File: config.mk
export PLATFORM = sky130hd
export DESIGN_NAME = prot_supervisor
export DESIGN_NICKNAME = d
export VERILOG_FILES = /design/src/rtl/prot_pkg.sv /design/src/rtl/prot_uvlo.sv /design/src/rtl/prot_dwell.sv /design/src/rtl/prot_leb.sv /design/src/rtl/prot_supervisor.sv
export SDC_FILE = /design/constraint.sdc
export NUM_CORES = 1
export LEC_CHECK = 0
export BUFFER_PORTS_ARGS = -buffer_cell sky130_fd_sc_hd__buf_2
export CORE_ASPECT_RATIO = 1.75
export CORE_MARGIN = 2
export CORE_UTILIZATION = 35
export CTS_BUF_LIST = sky130_fd_sc_hd__clkbuf_2
export CTS_CLUSTER_SIZE = 8
export DETAILED_ROUTE_END_ITERATION = 16
export SLEW_MARGIN = 30
export SYNTH_ARGS = -nofsm -noshare
export SYNTH_HDL_FRONTEND = slang
export SYNTH_SLANG_ARGS = --single-unit
File: constraint.sdc
create_clock -name clk -period 5.05 [get_ports clk]
set_input_delay 0.2525 -clock clk [delete_from_list [all_inputs] [get_ports clk]]
set_output_delay 0.2525 -clock clk [all_outputs]
set_load 0.05 [all_outputs]
File: src/rtl/prot_pkg.sv
package prot_pkg;

  typedef enum logic [1:0] {
    ST_OFF   = 2'd0,
    ST_RUN   = 2'd1,
    ST_WAIT  = 2'd2,
    ST_LATCH = 2'd3
  } sup_state_e;

  typedef enum logic [2:0] {
    FC_NONE      = 3'd0,
    FC_VIN_OV    = 3'd1,
    FC_OCP2      = 3'd2,
    FC_VOUT_OV_L = 3'd3,
    FC_VIN_UV    = 3'd4,
    FC_VOUT_UV   = 3'd5,
    FC_VOUT_OV_A = 3'd6
  } fault_code_e;

endpackage

File: src/rtl/prot_uvlo.sv
module prot_uvlo #(
  parameter int W = 10
) (
  input  logic         clk,
  input  logic         rst_n,
  input  logic [W-1:0] vcc,
  input  logic [W-1:0] on_th,
  input  logic [W-1:0] off_th,
  output logic         ok
);

  logic ok_d;

  always_comb begin
    ok_d = ok;
    if (!ok && (vcc >= on_th)) begin
      ok_d = 1'b1;
    end else if (ok && (vcc < off_th)) begin
      ok_d = 1'b0;
    end
  end

  always_ff @(posedge clk or negedge rst_n) begin
    if (!rst_n) begin
      ok <= 1'b0;
    end else begin
      ok <= ok_d;
    end
  end

  AST_UVLO_RISE: assert property (@(posedge clk) disable iff (!rst_n)
    $rose(ok) |-> $past(vcc >= on_th));
  AST_UVLO_FALL: assert property (@(posedge clk) disable iff (!rst_n)
    $fell(ok) |-> $past(vcc < off_th));

endmodule

File: src/rtl/prot_dwell.sv
module prot_dwell #(
  parameter int CW = 8
) (
  input  logic          clk,
  input  logic          rst_n,
  input  logic          cond,
  input  logic          step,
  input  logic          clr,
  input  logic [CW-1:0] limit,
  output logic          hit
);

  localparam logic [CW-1:0] CNT_MAX = '1;

  logic [CW-1:0] cnt_q;
  logic [CW-1:0] cnt_d;

  always_comb begin
    cnt_d = cnt_q;
    if (clr || !cond) begin
      cnt_d = '0;
    end else if (step && (cnt_q != CNT_MAX)) begin
      cnt_d = cnt_q + CW'(1);
    end
  end

  always_ff @(posedge clk or negedge rst_n) begin
    if (!rst_n) begin
      cnt_q <= '0;
    end else begin
      cnt_q <= cnt_d;
    end
  end

  assign hit = cond && !clr && (cnt_q >= limit);

  AST_DWELL_FRESH: assert property (@(posedge clk) disable iff (!rst_n)
    ($rose(cond) && (limit != '0)) |-> !hit);

endmodule

File: src/rtl/prot_leb.sv
module prot_leb #(
  parameter int LW = 6
) (
  input  logic          clk,
  input  logic          rst_n,
  input  logic          sw_on,
  input  logic          cs_ocp1,
  input  logic          enable,
  input  logic [LW-1:0] leb_t,
  output logic          term
);

  logic [LW-1:0] cnt_q;
  logic [LW-1:0] cnt_d;

  always_comb begin
    cnt_d = cnt_q;
    if (!sw_on) begin
      cnt_d = '0;
    end else if (cnt_q < leb_t) begin
      cnt_d = cnt_q + LW'(1);
    end
  end

  always_ff @(posedge clk or negedge rst_n) begin
    if (!rst_n) begin
      cnt_q <= '0;
    end else begin
      cnt_q <= cnt_d;
    end
  end

  assign term = enable && sw_on && cs_ocp1 && (cnt_q >= leb_t);

  AST_LEB_BLANK: assert property (@(posedge clk) disable iff (!rst_n)
    ($rose(sw_on) && (leb_t != '0)) |-> !term);

endmodule

File: src/rtl/prot_supervisor.sv
module prot_supervisor #(
  parameter int ADC_W   = 10,
  parameter int LEB_W   = 6,
  parameter int OCP2_W  = 8,
  parameter int BLANK_W = 12,
  parameter int TMR_W   = 16
) (
  input  logic               clk,
  input  logic               rst_n,
  input  logic               tick,
  input  logic               sw_on,
  input  logic               cs_ocp1,
  input  logic               cs_ocp2,
  input  logic               phase_reg,
  input  logic [ADC_W-1:0]   vcc_code,
  input  logic [ADC_W-1:0]   vin_code,
  input  logic [ADC_W-1:0]   vout_code,
  input  logic [ADC_W-1:0]   cfg_vcc_on,
  input  logic [ADC_W-1:0]   cfg_vcc_off,
  input  logic [ADC_W-1:0]   cfg_vin_ov,
  input  logic [ADC_W-1:0]   cfg_vin_uv,
  input  logic [ADC_W-1:0]   cfg_vin_start_min,
  input  logic [ADC_W-1:0]   cfg_vin_start_max,
  input  logic [ADC_W-1:0]   cfg_vout_ov,
  input  logic [ADC_W-1:0]   cfg_vout_dim_min,
  input  logic               cfg_ovp_latch,
  input  logic               cfg_ovp_fast,
  input  logic [LEB_W-1:0]   cfg_leb_cyc,
  input  logic [OCP2_W-1:0]  cfg_ocp2_cyc,
  input  logic [BLANK_W-1:0] cfg_uv_blank,
  input  logic [TMR_W-1:0]   cfg_restart_slow,
  input  logic [TMR_W-1:0]   cfg_restart_fast,
  output logic               gate_en,
  output logic               cyc_term,
  output logic               restart_req,
  output logic [2:0]         fault_code,
  output logic               latched
);
  import prot_pkg::*;

  localparam logic [TMR_W-1:0] WCNT_MAX = '1;
  localparam int               RS_DEPTH = 2;

  // reset: asserted asynchronously, released on the clock
  logic [RS_DEPTH-1:0] rs_q;
  logic                rst_n_i;

  always_ff @(posedge clk or negedge rst_n) begin
    if (!rst_n) begin
      rs_q <= '0;
    end else begin
      rs_q <= {rs_q[RS_DEPTH-2:0], 1'b1};
    end
  end
  assign rst_n_i = rs_q[RS_DEPTH-1];

  sup_state_e       state_q, state_d;
  fault_code_e      code_q, code_d;
  logic             fast_q, fast_d;
  logic [TMR_W-1:0] wcnt_q, wcnt_d;
  logic             restart_q, restart_d;

  logic uvlo_ok;
  logic run;
  logic ocp2_hit;
  logic uv_hit;
  logic uv_cond;
  logic vin_ov, vin_uv, vout_ov, vin_ok;
  logic shut;
  fault_code_e latch_code, auto_code;
  logic [TMR_W-1:0] wait_lim;

  assign run = (state_q == ST_RUN);

  prot_uvlo #(.W(ADC_W)) u_uvlo (
    .clk    (clk),
    .rst_n  (rst_n_i),
    .vcc    (vcc_code),
    .on_th  (cfg_vcc_on),
    .off_th (cfg_vcc_off),
    .ok     (uvlo_ok)
  );

  prot_dwell #(.CW(OCP2_W)) u_ocp2 (
    .clk   (clk),
    .rst_n (rst_n_i),
    .cond  (cs_ocp2),
    .step  (1'b1),
    .clr   (!run),
    .limit (cfg_ocp2_cyc),
    .hit   (ocp2_hit)
  );

  assign uv_cond = phase_reg && (vout_code < (cfg_vout_dim_min >> 1));

  prot_dwell #(.CW(BLANK_W)) u_uvblank (
    .clk   (clk),
    .rst_n (rst_n_i),
    .cond  (uv_cond),
    .step  (tick),
    .clr   (!run),
    .limit (cfg_uv_blank),
    .hit   (uv_hit)
  );

  assign vin_ov  = vin_code > cfg_vin_ov;
  assign vin_uv  = vin_code < cfg_vin_uv;
  assign vout_ov = vout_code > cfg_vout_ov;
  assign vin_ok  = (vin_code >= cfg_vin_start_min) && (vin_code <= cfg_vin_start_max);

  // fault resolution: fixed priority inside each reaction class
  always_comb begin
    latch_code = FC_NONE;
    if (vin_ov) begin
      latch_code = FC_VIN_OV;
    end else if (ocp2_hit) begin
      latch_code = FC_OCP2;
    end else if (vout_ov && cfg_ovp_latch) begin
      latch_code = FC_VOUT_OV_L;
    end
  end

  always_comb begin
    auto_code = FC_NONE;
    if (vin_uv) begin
      auto_code = FC_VIN_UV;
    end else if (uv_hit) begin
      auto_code = FC_VOUT_UV;
    end else if (vout_ov && !cfg_ovp_latch) begin
      auto_code = FC_VOUT_OV_A;
    end
  end

  assign shut = run && ((latch_code != FC_NONE) || (auto_code != FC_NONE));

  prot_leb #(.LW(LEB_W)) u_leb (
    .clk     (clk),
    .rst_n   (rst_n_i),
    .sw_on   (sw_on),
    .cs_ocp1 (cs_ocp1),
    .enable  (run && !shut),
    .leb_t   (cfg_leb_cyc),
    .term    (cyc_term)
  );

  assign wait_lim = fast_q ? cfg_restart_fast : cfg_restart_slow;

  always_comb begin
    state_d   = state_q;
    code_d    = code_q;
    fast_d    = fast_q;
    wcnt_d    = wcnt_q;
    restart_d = 1'b0;
    if (!uvlo_ok) begin
      state_d = ST_OFF;
      wcnt_d  = '0;
    end else begin
      unique case (state_q)
        ST_OFF: begin
          if (vin_ok) begin
            state_d   = ST_RUN;
            restart_d = 1'b1;
            code_d    = FC_NONE;
          end
        end
        ST_RUN: begin
          if (latch_code != FC_NONE) begin
            state_d = ST_LATCH;
            code_d  = latch_code;
          end else if (auto_code != FC_NONE) begin
            state_d = ST_WAIT;
            code_d  = auto_code;
            fast_d  = (auto_code == FC_VOUT_OV_A) && cfg_ovp_fast;
            wcnt_d  = '0;
          end
        end
        ST_WAIT: begin
          if ((wcnt_q >= wait_lim) && vin_ok) begin
            state_d   = ST_RUN;
            restart_d = 1'b1;
            code_d    = FC_NONE;
          end else if (tick && (wcnt_q != WCNT_MAX)) begin
            wcnt_d = wcnt_q + TMR_W'(1);
          end
        end
        default: begin
        end
      endcase
    end
  end

  always_ff @(posedge clk or negedge rst_n_i) begin
    if (!rst_n_i) begin
      state_q   <= ST_OFF;
      code_q    <= FC_NONE;
      fast_q    <= 1'b0;
      wcnt_q    <= '0;
      restart_q <= 1'b0;
    end else begin
      state_q   <= state_d;
      code_q    <= code_d;
      fast_q    <= fast_d;
      wcnt_q    <= wcnt_d;
      restart_q <= restart_d;
    end
  end

  assign gate_en     = run;
  assign latched     = (state_q == ST_LATCH);
  assign restart_req = restart_q;
  assign fault_code  = code_q;

  AST_UVLO_GATE: assert property (@(posedge clk) disable iff (!rst_n_i)
    !uvlo_ok |=> !gate_en);
  AST_START_PULSE: assert property (@(posedge clk) disable iff (!rst_n_i)
    $rose(gate_en) |-> restart_req);
  AST_PULSE_SINGLE: assert property (@(posedge clk) disable iff (!rst_n_i)
    restart_req |=> !restart_req);
  AST_LATCH_HOLD: assert property (@(posedge clk) disable iff (!rst_n_i)
    (latched && uvlo_ok) |=> latched);
  AST_TERM_ENABLED: assert property (@(posedge clk) disable iff (!rst_n_i)
    cyc_term |-> gate_en);
  AST_LATCH_CLASS: assert property (@(posedge clk) disable iff (!rst_n_i)
    latched |-> (fault_code inside {3'd1, 3'd2, 3'd3}));
  AST_RUN_CLEAN: assert property (@(posedge clk) disable iff (!rst_n_i)
    gate_en |-> (fault_code == 3'd0));

endmodule

==> results.yml <==
outcome:
  outcome: "finished clean"
sta:
  worst_pin_slew_ns: 0.953
  final_hold_viol_count: 0
  finalSetupViolCount: 0
  relSlewSlack: 0.359
  finalCritPeriodShare: 0.710
  fin_crit_ns: 3.58
  tns_ns: 0
  drv_slew: 0
  worst_slack_ns: 1.47
  rsz0062_at_grt: "no"
  max_freq_mhz: 279
  skew_ns: 0.0368
grt:
  grt_max_degree: 45
  grt_usage: 0.168
  antenna_found_initial: 1
  grt_pass1_wl_um: 24300
  grt_overflow: 0
  grt_pass1_vias: 5531
clocking:
  cts_buffers: 5
  clk_path_buf_depth: 2
  cts_tree: "built"
  htree_levels: 2
  clkTransAtPathRegs_ns: 0.32
  clk_latency_ns: 0.48
  cts_root_buf: "clkbuf_2"
  cts_resized: 0
  cts_sinks: 52
yosys:
  synth_top_family_by_area: "adder cells"
  synth_nets: 996
  synth-compound-area-share: 0.193
  synthAdderAreaFrac: 0.266
  synth_cell_types: 72
  synthCells: 693
  ys_ff_latch: 52
  syn-cell-area_mm2: 0.00593
  yosys_warnings: 0
  synth_simple_gate_area_frac: 0.174
  synth_edf_count: 0
  synthArstFlopShare: 1.00
  synthXorXnorAreaFrac: 0.0251
  synthMuxAreaShare: 0.0407
  ys_seq_area_frac: 0.219
  ys.flop_type: "dfrtp_1"
  synth.avg_cell_area_um2: 8.56
setup_path:
  rr_endpoint: "wcnt_q[9]"
  r2r_slack_ns: 1.47
  crit_fanout: 10
  start_kind: "flop"
  worstSetupPathType: "reg -> reg"
  arrival_ns: 4.01
  r2r_start: "fast_q"
  crit_path_end_kind: "flop"
  worstSetupStartpoint: "fast_q"
  worstRegToRegCells: 10
  cp_data_required_time_ns: 5.48
routing:
  route.detailed.drc: 0
  drt-initial-drc-count: 156
  num_vias: 5466
  antenna_left: 0
  vias_per_cell: 4.93
  routedWlPerCell_um: 13.5
  routed_wl_um: 15000
  drt-pass1-iter-count: 4
place:
  port_buffers: 182
  routabilityCongestion: 0.783
  hpwlAfterDp_um: 13000
  pre_cts_slack_ns: 1.50
run:
  cap_violations: 0
die:
  core_mm2: 0.0168
  fp.dieW_um: 102
  die_h_um: 176
  ios: 184
  num_rows: 63
  start_util: 0.353
  fp.dieArea_mm2: 0.0181
worst_hold_path:
  hold_class: "reg -> async"
final_layout:
  fin_util: 0.428
  final_nets: 1183
  area_growth_syn_to_layout_pct: 21.2
  drive_gt1_frac: 0.245
  fillCellCount: 1758
power:
  leakage_nw: 4.00
  ir_drop_uv: 116
  powerDensity_mw_per_mm2: 171
==> timing repair <==
action / CTS / global route
hold endpoints to repair: 5 / 0
setup buffers: 0 / 0
hold buffers: 4 / 0
==> through the flow <==
| stage | instances | power [W] | cell area, um2 | hold WS, ns |
|---|---|---|---|---|
| after detailed placement | 1096 | 0.00105 | 7100 | 0.0436 |
| after global routing | 1109 | 0.00134 | 7190 | 0.116 |
| after CTS | 1108 | 0.00126 | 7190 | 0.111 |
| final | 1109 | 0.00123 | 7190 | 0.102 |
| after floorplan | 693 | 0.000874 | 5930 | -0.0431 |
| after global placement | 1096 | 0.00105 | 7100 | 0.0421 |
==> registers in the layout, summed over array words and instances (netlist names) <==
name and cells:
u_uvlo.ok 1, rs_q 2, u_ocp2.cnt_q 8, fast_q 1, state_q 2, wcnt_q 16, u_leb.cnt_q 6, u_uvblank.cnt_q 12
fault_code 3, restart_req 1
==> critical path, cell delays in order (launching register included) <==
cell and delay [ns]:
dfrtp_1 0.72, buf_4 0.31, mux2i_1 0.21, ha_1 0.26, a22o_1 0.23, o41a_1 0.34, o21ai_1 0.34, a211oi_4 0.15
nor3_4 0.44, and2_1 0.34, a221o_1 0.18
==> where the power goes <==
part           internal [W]  total, W  switching, W
sequential         0.000442  0.000479     0.0000369
combinational      0.000235  0.000562      0.000327
clock             0.0000351  0.000187      0.000151
total              0.000712   0.00123      0.000515
==> cell families (layout without fill, tap and decap cells) <==
logic type               count (synthesis)  in the layout
AO/OA/AOI/OAI                          160            160
adder cells (fa/ha/maj)                126            126
XOR/XNOR                                17             17
flip-flops                              52             52
AND/OR/NAND/NOR                        190            190
other                                    1              2
buffers and inverters                  124            312
multiplexers                            23             23
==> per-layer routing <==
layer  share of wire  track usage  up-vias
met1            0.37        0.168     2490
met2            0.56        0.343      138
li1                -            -     2821
met5               0            0        -
met4           0.021       0.0506        0
met3           0.042       0.0174       17
==> synth_stat cells, types with 6 or more instances <==
cell / n / area (um2)
o21ai_0: 23 / 115
inv_1: 116 / 435
o21a_1: 9 / 67.6
a21oi_1: 37 / 185
ha_1: 126 / 1580
xnor2_1: 11 / 96.3
nand2_1: 46 / 173
nor3_1: 7 / 35.0
nor2_1: 44 / 165
nand2b_1: 7 / 43.8
nand4_1: 14 / 87.6
mux2i_1: 20 / 200
a221o_1: 7 / 70.1
and3_1: 12 / 75.1
xor2_1: 6 / 52.6
o211ai_1: 6 / 45.0
nor2b_1: 7 / 43.8
a31oi_1: 14 / 87.6
a21o_1: 16 / 120
and2_1: 11 / 68.8
and4_1: 6 / 52.6
o21ai_1: 9 / 45.0
dfrtp_1: 52 / 1300
nand3_1: 14 / 70.1
a211oi_1: 7 / 52.6
==> final cells by class <==
| type | instances | area, um2 | area share |
|---|---|---|---|
| clock buffers | 5 | 25.0 | 0.00348 |
| multi-input cells | 517 | 4160 | 0.578 |
| flip-flops and latches | 52 | 1300 | 0.181 |
| well taps | 227 | 284 | 0.0395 |
| inverters | 116 | 435 | 0.0605 |
| diodes | 1 | 2.50 | 0.000348 |
| repair buffers | 188 | 966 | 0.134 |
| clock inverters | 3 | 21.3 | 0.00296 |
==> placed cells by master (no fill, tap or decap), types with 2 or more instances in the layout <==
cell and count:
o21ai_0 23, inv_1 116, dlygate4sd3_1 4, a21boi_0 5
and3_1 12, mux2_4 2, buf_2 182, o21a_1 9
nand2b_1 7, ha_1 126, o31ai_1 2, a211oi_1 7
nor2_1 44, and4_1 6, xor2_1 6, nor2b_1 7
dfrtp_1 51, nand3_1 14, a221o_1 7, a31oi_1 14
a211oi_4 2, clkbuf_2 5, nor4_1 2, mux2i_1 20
a211oi_2 2, o211ai_1 6, buf_4 2, or3_1 5
nor3_1 7, o21ai_1 9, a211o_1 3, a21o_1 16
nand2_1 46, xnor2_1 11, nand4_1 14, and2_1 11
a21oi_1 37
==> worst max-delay path by stage <==
stage,to,slack (ns)
6_report,wcnt_q[9],1.47
5_1_grt,wcnt_q[8],1.20
4_1_cts,wcnt_q[9],1.39
3_5_place_dp,wcnt_q[7],1.50
3_3_place_gp,wcnt_q[7],1.55
2_1_floorplan,wcnt_q[11],1.78
Power figures use the tool's default switching activity.
